## src/rtl/int_alu_pkg.sv

```systemverilog
package int_alu_pkg;

  typedef enum logic [2:0] {
    OP_AND = 3'b000,
    OP_OR  = 3'b001,
    OP_ADD = 3'b010,
    OP_SUB = 3'b110,
    OP_SLT = 3'b111
  } aluOp_e;

  typedef enum logic [2:0] {
    RES_AND,
    RES_OR,
    RES_SUM,
    RES_LESS,
    RES_NONE
  } resSel_e;

  typedef struct packed {
    logic    invertB;
    logic    carryIn;
    logic    arith;
    resSel_e resSel;
  } aluCtrl_t;

endpackage

```

## src/rtl/int_alu_ctrl.sv

```systemverilog
module int_alu_ctrl
  import int_alu_pkg::*;
(
  input  logic [2:0] opCode,
  output aluCtrl_t   ctrl
);

  always_comb begin
    ctrl.invertB = opCode[2];
    ctrl.carryIn = opCode[2];
    ctrl.arith   = 1'b0;
    ctrl.resSel  = RES_NONE;
    unique case (opCode)
      OP_AND: ctrl.resSel = RES_AND;
      OP_OR:  ctrl.resSel = RES_OR;
      OP_ADD: begin ctrl.resSel = RES_SUM;  ctrl.arith = 1'b1; end
      OP_SUB: begin ctrl.resSel = RES_SUM;  ctrl.arith = 1'b1; end
      OP_SLT: begin ctrl.resSel = RES_LESS; ctrl.arith = 1'b1; end
      default: begin
        ctrl.resSel  = RES_NONE;
        ctrl.invertB = 1'b0;
        ctrl.carryIn = 1'b0;
      end
    endcase
  end

endmodule

```

## src/rtl/int_alu_adder.sv

```systemverilog
module int_alu_adder #(
  parameter int WIDTH = 32
) (
  input  logic [WIDTH-1:0] addA,
  input  logic [WIDTH-1:0] addB,
  input  logic             cin,
  output logic [WIDTH-1:0] sum,
  output logic             cout,
  output logic             ovf
);

  logic [WIDTH:0] carryChain;

  assign carryChain[0] = cin;

  genvar i;
  generate
    for (i = 0; i < WIDTH; i++) begin : g_bit
      assign sum[i]          = addA[i] ^ addB[i] ^ carryChain[i];
      assign carryChain[i+1] = (addA[i] & addB[i]) | (carryChain[i] & (addA[i] ^ addB[i]));
    end
  endgenerate

  assign cout = carryChain[WIDTH];
  assign ovf  = carryChain[WIDTH] ^ carryChain[WIDTH-1];

endmodule

```

## src/rtl/int_alu_datapath.sv

```systemverilog
module int_alu_datapath
  import int_alu_pkg::*;
#(
  parameter int WIDTH = 32
) (
  input  logic [WIDTH-1:0] opA,
  input  logic [WIDTH-1:0] opB,
  input  aluCtrl_t         ctrl,
  output logic [WIDTH-1:0] result,
  output logic             zero,
  output logic             overflow,
  output logic             carryOut
);

  localparam int MSB = WIDTH - 1;

  logic [WIDTH-1:0] bOperand;
  logic [WIDTH-1:0] sumWord;
  logic             addCarry;
  logic             addOvf;
  logic             lessBit;

  assign bOperand = ctrl.invertB ? ~opB : opB;

  int_alu_adder #(.WIDTH(WIDTH)) adder_i (
    .addA (opA),
    .addB (bOperand),
    .cin  (ctrl.carryIn),
    .sum  (sumWord),
    .cout (addCarry),
    .ovf  (addOvf)
  );

  assign lessBit = sumWord[MSB] ^ addOvf;

  always_comb begin
    result = '0;
    unique case (ctrl.resSel)
      RES_AND:  result = opA & opB;
      RES_OR:   result = opA | opB;
      RES_SUM:  result = sumWord;
      RES_LESS: result = {{(WIDTH-1){1'b0}}, lessBit};
      default:  result = '0;
    endcase
  end

  assign zero     = ~|result;
  assign overflow = ctrl.arith & addOvf;
  assign carryOut = ctrl.arith & addCarry;

endmodule

```

## src/rtl/int_alu_top.sv

```systemverilog
module int_alu_top
  import int_alu_pkg::*;
#(
  parameter int WIDTH = 32
) (
  input  logic [WIDTH-1:0] opA,
  input  logic [WIDTH-1:0] opB,
  input  logic [2:0]       opCode,
  output logic [WIDTH-1:0] result,
  output logic             zero,
  output logic             overflow,
  output logic             carryOut
);

  aluCtrl_t ctrl;

  int_alu_ctrl ctrl_i (
    .opCode (opCode),
    .ctrl   (ctrl)
  );

  int_alu_datapath #(.WIDTH(WIDTH)) dp_i (
    .opA      (opA),
    .opB      (opB),
    .ctrl     (ctrl),
    .result   (result),
    .zero     (zero),
    .overflow (overflow),
    .carryOut (carryOut)
  );

endmodule

```

## config.mk

```make
export PLATFORM = sky130hd
export DESIGN_NAME = int_alu_top
export DESIGN_NICKNAME = d
export VERILOG_FILES = /design/src/rtl/int_alu_pkg.sv /design/src/rtl/int_alu_ctrl.sv /design/src/rtl/int_alu_adder.sv /design/src/rtl/int_alu_datapath.sv /design/src/rtl/int_alu_top.sv
export SDC_FILE = /design/constraint.sdc
export NUM_CORES = 1
export LEC_CHECK = 0
export ABC_AREA = 1
export BUFFER_PORTS_ARGS = -buffer_cell sky130_fd_sc_hd__buf_2
export CAP_MARGIN = 10
export CORE_ASPECT_RATIO = 0.5
export CORE_MARGIN = 2
export CORE_UTILIZATION = 45
export DETAILED_ROUTE_END_ITERATION = 8
export PLACE_DENSITY = 0.79
export SLEW_MARGIN = 20
export SYNTH_ARGS = -nofsm -noshare
export SYNTH_HDL_FRONTEND = slang
export SYNTH_SLANG_ARGS = --single-unit
```

## constraint.sdc

```tcl
create_clock -name vclk -period 33.6
set_clock_uncertainty 0.1 [all_clocks]
set_input_delay 10.08 -clock vclk [all_inputs]
set_output_delay 10.08 -clock vclk [all_outputs]
set_load 0.01 [all_outputs]
```

==> run_results.csv, run 1 <==
group,metric,value,unit
outcome,status,"finished clean",
detailed_routing,drt_iter0_markers,125,
layout,multiInputGateArea,2130,µm²
yosys,yosysSeqAreaShare,0,
worst_setup_path,path_max_fanout,3,
grt,first_global_vias,2361,
die,die_w,107,µm
yosys,synthTopCellsByArea,"fa_1 (27%), nand2_1 (13%), nand3_1 (13%)",
detailed_routing,via_per_inst,4.91,
power,ir_drop,0.00819,mV
die,dieArea,5940,µm²
detailed_routing,first_pass_iters,4,
yosys,syn-num-nets,461,
cts,postCtsSetupBuffers,0,
run,cap_viol_max_count,0,
die,start_util,0.476,
layout,seq_cell_count,0,
detailed_routing,drc_errors,0,
yosys,yosys.area_share.simple,0.455,
grt,grt_usage,0.213,
die,chipHeight,55.5,µm
yosys,yosysTopAreaCell,"fa_1",
power,clock_power_share,0,
yosys,synth_top_family_by_area,"simple AND/OR/NAND/NOR gates",
power,p_leak,1.66,nW
sta,worst_pin_slew,0.745,ns
layout,fin_util,0.603,
die,core,5020,µm²
placed_design,hpwl,5020,µm
worst_setup_path,required,23.42,ns
layout,seq_area,0,µm²
yosys,syn_area,2390,µm²
grt,overflow,0,
worst_setup_path,critPathArrivalTime,22.89,ns
sta,drv_slew,0,
layout,n_clock_buffer,0,
power,switching_power,0.0000315,W
sta,hold_viol,0,
placed_design,portBuffers,102,
sta,relSlewSlack,0.501,
yosys,synth.top_cells.by_count,"nand2_1 (80), nand3_1 (60), inv_1 (51)",
layout,nNetsFinal,559,
sta,rsz0062_at_grt,"false",
cts,holdBufCountCts,0,
layout,area_growth,26.7,%
worst_setup_path,path_class,"input pin to output port",
worst_setup_path,slowest_delay,0.43,ns
worst_setup_path,endpoint_kind,"output port",
detailed_routing,vias,2581,
sta,fin_crit,33.07,ns
power,seq_power_share,0,
power,power.density,18.7,nW/µm²
die,floorplan.rows,18,
grt,antenna_found_initial,0,
layout,drive_gt1_frac,0.393,
worst_setup_path,startpoint,"opCode[2]",
detailed_routing,wl_per_cell,12.0,µm
grt,grt_max_degree,56,
yosys,synthAdderAreaFrac,0.279,
yosys,yosys_warnings,0,
worst_setup_path,critPathCapture,"zero",
yosys,synth_compound_area_frac,0.0157,
yosys,yosysMostFrequentCell,"nand2_1",
layout,final_area,3030,µm²
worst_setup_path,start_kind,"input pin",
placed_design,place_area,2960,µm²
worst_setup_path,cp_slowest_cell,"fa_1",
placed_design,dp_slack,-0.568,ns
sta,setup_ws,0.534,ns
yosys,synth_top_area_frac,0.268,
worst_setup_path,cpMostUsedCell,"fa_2",
layout,insertedDiodeCount,0,
grt,grt_pass1_wl,10700,µm
die,io_pins,102,
cts,cts_resized,12,
power,swShare,0.555,
yosys,yosys.cell_types.count,25,
sta,fmax,0.0302,GHz
placed_design,gp_congestion,0.813,
power,power_frac_comb,1.000,
detailed_routing,drtAntennaViolNets,0,
yosys,synth-xor-area-share,0.114,
sta,finalSetupViolCount,0,
min_path,min-delay-path-class,"input pin to output port",
layout,n_fill_cell,488,
yosys,yosys-mux-area-fraction,0,
sta,post-route-period-util,0.984,
yosys,synth_area_per_cell,6.63,µm²
power,cell_internal_pwr,0.0000252,W
detailed_routing,drt_wl_total,6300,µm
yosys,syn_inst,360,
final cells by class:
class,count,share of cell area
timing repair buffer,113,0.200
tap,70,0.0289
multi-input combinational,290,0.704
inverter,53,0.0666
worst min path at each step:
stage,startpoint,to,slack (ns),depth (start not counted)
5_1_grt,opB[15],result[15],20.51,4
6_report,opB[16],result[16],20.47,4
3_5_place_dp,opA[29],result[29],20.47,4
2_1_floorplan,opCode[1],carryOut,20.21,2
3_3_place_gp,opA[29],result[29],20.47,4
4_1_cts,opA[29],result[29],20.48,4
logic make-up (layout without fill, tap and decap cells):
family / after synthesis / count (layout)
buffers and inverters: 70 / 166
AOI/OAI and AO/OA: 6 / 6
xor gates and xnor gates: 31 / 31
adders and majority gates: 34 / 34
and+or+nand+nor: 219 / 219
placed cells by master (no fill, tap or decap):
cell type  synthesis  routed
buf_2              4     102
nand2_1           80      79
nand3_1           60      58
inv_1             51      51
nor2_1            25      25
fa_2               0      23
or2_2             17      17
xnor2_1           16      16
xor2_1            15      15
nand2_2           10      11
nand3_2            8      10
buf_4              1      10
nand3b_1           9       9
fa_1              32       9
nand4_1            7       7
o211ai_1           3       3
ha_1               2       2
o21ai_1            0       1
inv_4              1       1
nor3_2             1       1
nand2_4            1       1
nor2_4             1       1
inv_2              1       1
o21ai_0            2       1
a21oi_1            1       1
buf_12             0       1
routing by layer:
layer,share of wire,GRT usage
met1,0.46,0.320
met2,0.48,0.358
met3,0.053,0.00945
met4,0.0046,0.00928
met5,0,0
through the flow:
step | power (W) | setup TNS (ns) | instances | hold slack [ns]
5_1_grt | 0.0000652 | 0 | 526 | 20.51
3_3_place_gp | 0.0000544 | -1.03 | 525 | 20.47
4_1_cts | 0.0000560 | 0 | 525 | 20.48
6_report | 0.0000567 | 0 | 526 | 20.47
3_5_place_dp | 0.0000550 | -2.17 | 525 | 20.47
2_1_floorplan | 0.0000367 | 0 | 360 | 20.21
power by group through the flow:
stage	logic, W	registers (W)	clock network (W)
2_1_floorplan	0.0000367	0	0
3_3_place_gp	0.0000544	0	0
3_5_place_dp	0.0000550	0	0
4_1_cts	0.0000560	0	0
5_1_grt	0.0000652	0	0
6_report	0.0000567	0	0
critical path, delay by kind of cell:
| kind | cells | cell delay, ns |
|---|---|---|
| XOR/XNOR | 1 | 0.16 |
| buffers and inverters | 4 | 0.37 |
| AND/OR/NAND/NOR | 8 | 0.52 |
| adder cells (fa/ha/maj) | 31 | 11.70 |
No activity file was read; power rests on OpenSTA's default activity.
==> inputs of run 2 (changes only) <==
- PLACE_DENSITY: 0.79 -> default
- PLACE_DENSITY_LB_ADDON: default -> 0.15
==> run 2 against run 1 <==
Sequential share of layout area unchanged. Core utilization about the same. Maximum frequency increased by 0.14%. Total power is 1.9% higher. Cell count did not move. Worst hold slack gained 0.0048 ns. Global-route usage is 1.6 points higher. Die area stayed put. Routed wire length rose by 7.9%. Combinational power increased by 2%. First-iteration DRC count is 9.6% higher.
==> run_results.csv, run 2 (synthesis gave the netlist of run 1 again) <==
group,metric,value,unit
outcome,status,"finished clean",
layout,n_fill_cell,499,
power,power.total,0.0000578,W
detailed_routing,wl_per_cell,12.9,µm
die,floorplan.rows,18,
placed_design,hpwl,5320,µm
die,chipHeight,55.5,µm
die,start_util,0.476,
layout,seq_area,0,µm²
grt,grt_pass1_wl,11400,µm
layout,area_growth,26.8,%
min_path,hold_end,"result[29]",
worst_setup_path,critPathArrivalTime,22.84,ns
sta,post-route-period-util,0.983,
cts,holdBufCountCts,0,
min_path,hold_path.startpoint,"opA[29]",
layout,n_clock_buffer,0,
sta,drv_slew,0,
sta,hold_viol,0,
grt,grt_max_degree,56,
power,power.density,19.1,nW/µm²
grt,grt_usage,0.230,
worst_setup_path,path_max_fanout,4,
placed_design,place_area,2950,µm²
die,dieArea,5940,µm²
sta,setup_ws,0.579,ns
layout,instances_no_fill,526,
detailed_routing,vias,2604,
placed_design,dp_slack,-0.642,ns
detailed_routing,drtAntennaViolNets,0,
layout,fin_util,0.603,
worst_setup_path,start_kind,"input pin",
sta,worst_pin_slew,0.737,ns
sta,relSlewSlack,0.506,
placed_design,portBuffers,102,
worst_setup_path,cpMostUsedCell,"fa_2",
placed_design,dp_cells,524,
detailed_routing,drt_iter0_markers,137,
layout,layout.cells.most_common_list,"buf_2 (102), nand2_1 (79), nand3_1 (58)",
layout,nNetsFinal,559,
layout,layout_commonest_cell,"buf_2",
min_path,whs_path_depth,4,
die,die_w,107,µm
layout,seq_cell_count,0,
grt,antenna_found_initial,0,
worst_setup_path,required,23.42,ns
detailed_routing,drt_wl_total,6790,µm
detailed_routing,first_pass_iters,6,
worst_setup_path,cp_slowest_cell,"fa_1",
layout,drive_gt1_frac,0.395,
grt,overflow,0,
sta,fin_crit,33.02,ns
worst_setup_path,slowest_delay,0.43,ns
die,core,5020,µm²
sta,finalSetupViolCount,0,
placed_design,gp_congestion,0.841,
layout,insertedDiodeCount,0,
sta,fmax,0.0303,GHz
worst_setup_path,path_class,"input pin to output port",
min_path,min-delay-path-class,"input pin to output port",
sta,rsz0062_at_grt,"false",
run,cap_viol_max_count,0,
power,ir_drop,0.0109,mV
detailed_routing,via_per_inst,4.95,
worst_setup_path,endpoint_kind,"output port",
detailed_routing,drc_errors,0,
die,io_pins,102,
power,p_leak,1.66,nW
layout,final_area,3030,µm²
grt,first_global_vias,2483,
[run 2: cell counts in the layout (fill, tap and decap cells not counted)]
No cell type changed its count.
[run 2: layer usage]
metal	track usage	wire length, µm	vias up
met2	0.396	3190	85
met3	0.00590	387	4
met4	0.00742	18	0
met5	0	0	-
met1	0.339	3190	1206
li1	-	-	1309
[run 2: what timing repair did]
| item | in CTS | in global routing |
|---|---|---|
| endpoints found under the setup margin | 7 | 6 |
| gates cloned | 0 | 0 |
| gates resized for setup | 12 | 9 |
| pin swaps | 1 | 0 |
| setup buffers | 1 | 0 |
[run 2: layout make-up]
| cell class | count | area [µm²] | area share |
|---|---|---|---|
| inverter | 53 | 201 | 0.0665 |
| multi-input combinational | 290 | 2130 | 0.705 |
| tap | 70 | 87.6 | 0.0289 |
| timing repair buffer | 113 | 606 | 0.200 |
[run 2: how the worst max path moves through the flow]
stage	from	end	depth (start not counted)
detailed placement	opCode[2]	zero	44
floorplan	opCode[2]	zero	43
finish	opCode[2]	zero	44
CTS	opCode[2]	zero	44
global placement	opCode[2]	zero	44
global route	opCode[2]	zero	44
[run 2: critical path, delay by kind of cell]
kind,cells,cell delay [ns]
adder cells (fa/ha/maj),31,11.70
AND/OR/NAND/NOR,8,0.51
buffers and inverters,4,0.37
XOR/XNOR,1,0.16
[run 2: stage by stage]
stage               setup TNS, ns  hold slack, ns
floorplan                       0           20.21
global placement            -1.22           20.46
detailed placement          -2.52           20.48
CTS                             0           20.48
global route                    0           20.51
finish                          0           20.47
[run 2: power breakdown]
part	switching [W]	internal [W]	leakage (nW)	total (W)
Sequential	0	0	0	0
Clock	0	0	0	0
Combinational	0.0000324	0.0000254	1.66	0.0000578
==> inputs of run 3 (changes only) <==
- clock period: 33.6 -> 38.5 ns (I/O delays scaled with it)
==> run 3 against run 2 <==
Worst setup slack improved by 0.33 ns. Cell area shrank 4.3%. Critical path depth unchanged. Routed wire length is 5.8% lower. Worst hold slack better by 2.9 ns. Combinational power decreased by 18%. First-iteration DRC count shrank 15%. Total power is 18% lower. Highest routed layer unchanged. Sequential share of layout area is the same. Core utilization down 2.6 points.
==> run_results.csv, run 3 (synthesis gave the netlist of run 1 again) <==
group,metric,value,unit
grt,antenna_found_initial,0,
layout,seq_cell_count,0,
die,start_util,0.476,
layout,layout_commonest_cell,"buf_2",
detailed_routing,via_per_inst,4.91,
die,die_w,107,µm
worst_setup_path,endpoint_kind,"output port",
worst_setup_path,path_max_fanout,16,
run,cap_viol_max_count,0,
placed_design,portBuffers,102,
die,core,5020,µm²
die,chipHeight,55.5,µm
placed_design,gp_congestion,0.876,
detailed_routing,vias,2536,
worst_setup_path,cp_slowest_cell,"fa_1",
min_path,hold_path.startpoint,"opB[15]",
cts,cts_resized,0,
power,ir_drop,0.00735,mV
power,power.density,16.3,nW/µm²
grt,first_global_vias,2448,
sta,post-route-period-util,0.976,
min_path,hold_end,"result[15]",
detailed_routing,wl_per_cell,12.4,µm
sta,relSlewSlack,0.515,
layout,seq_area,0,µm²
grt,grt_usage,0.222,
worst_setup_path,path_class,"input pin to output port",
min_path,whs_path_depth,4,
placed_design,hpwl,5210,µm
cts,postCtsSetupBuffers,0,
sta,rsz0062_at_grt,"false",
grt,overflow,0,
grt,grt_max_degree,56,
sta,drv_slew,0,
detailed_routing,drt_wl_total,6400,µm
sta,fmax,0.0266,GHz
layout,drive_gt1_frac,0.324,
outcome,status,"finished clean",
die,floorplan.rows,18,
sta,finalSetupViolCount,0,
power,p_leak,1.63,nW
layout,n_clock_buffer,0,
worst_setup_path,slowest_delay,0.47,ns
grt,grt_pass1_wl,11000,µm
layout,fin_util,0.577,
sta,hold_viol,0,
min_path,min-delay-path-class,"input pin to output port",
worst_setup_path,required,26.85,ns
layout,area_growth,21.4,%
die,dieArea,5940,µm²
layout,nNetsFinal,550,
layout,layout.cells.most_common_list,"buf_2 (102), nand2_1 (79), nand3_1 (60)",
worst_setup_path,critPathArrivalTime,25.94,ns
detailed_routing,first_pass_iters,4,
worst_setup_path,cpMostUsedCell,"fa_1",
detailed_routing,drtAntennaViolNets,0,
worst_setup_path,startpoint,"opCode[1]",
detailed_routing,drt_iter0_markers,116,
sta,finalSetupTns,0,ns
cts,holdBufCountCts,0,
worst_setup_path,start_kind,"input pin",
layout,insertedDiodeCount,0,
sta,worst_pin_slew,0.724,ns
die,io_pins,102,
sta,fin_crit,37.59,ns
detailed_routing,drc_errors,0,
[run 3: changes by cell type in the layout (fill, tap and decap cells not counted), sizes merged]
cell,delta
buf,-9
[run 3: area by class of cell]
cell class	count	area, µm²
fillers	484	2120
multi-input cells	290	2060
well taps	70	87.6
inverters	53	201
repair buffers	104	546
[run 3: worst max-delay path by stage]
stage	end	slack, ns
after floorplan	zero	1.66
after global placement	zero	1.04
after detailed placement	zero	0.81
after CTS	zero	0.73
after global routing	zero	0.24
final	zero	0.91
[run 3: per-stage QoR]
| step | total power [W] | cell area [µm²] | hold slack, ns | std cells | setup WS [ns] |
|---|---|---|---|---|---|
| after CTS | 0.0000475 | 2870 | 23.42 | 516 | 0.730 |
| after floorplan | 0.0000316 | 2390 | 23.15 | 360 | 1.66 |
| after global routing | 0.0000542 | 2900 | 23.45 | 517 | 0.240 |
| final | 0.0000473 | 2900 | 23.42 | 517 | 0.905 |
| after global placement | 0.0000458 | 2870 | 23.40 | 516 | 1.04 |
| after detailed placement | 0.0000473 | 2870 | 23.42 | 516 | 0.808 |
[run 3: critical path, delay by kind of cell]
| kind | cells | cell delay [ns] |
|---|---|---|
| fa+ha+maj | 31 | 13.01 |
| buf+inv | 4 | 0.43 |
| compound gates | 1 | 0.19 |
| simple gates | 8 | 0.74 |
[run 3: per-layer routing]
metal / vias up / global-route usage / routed length (µm)
met5: - / 0 / 0
met4: 0 / 0.0390 / 58
met3: 6 / 0.0177 / 403
met2: 83 / 0.373 / 2970
met1: 1153 / 0.317 / 2970
li1: 1294 / - / -
[run 3: power by group]
part	internal (W)	total, W	switching (W)
clock network	0	0	0
registers	0	0	0
logic	0.0000201	0.0000473	0.0000272
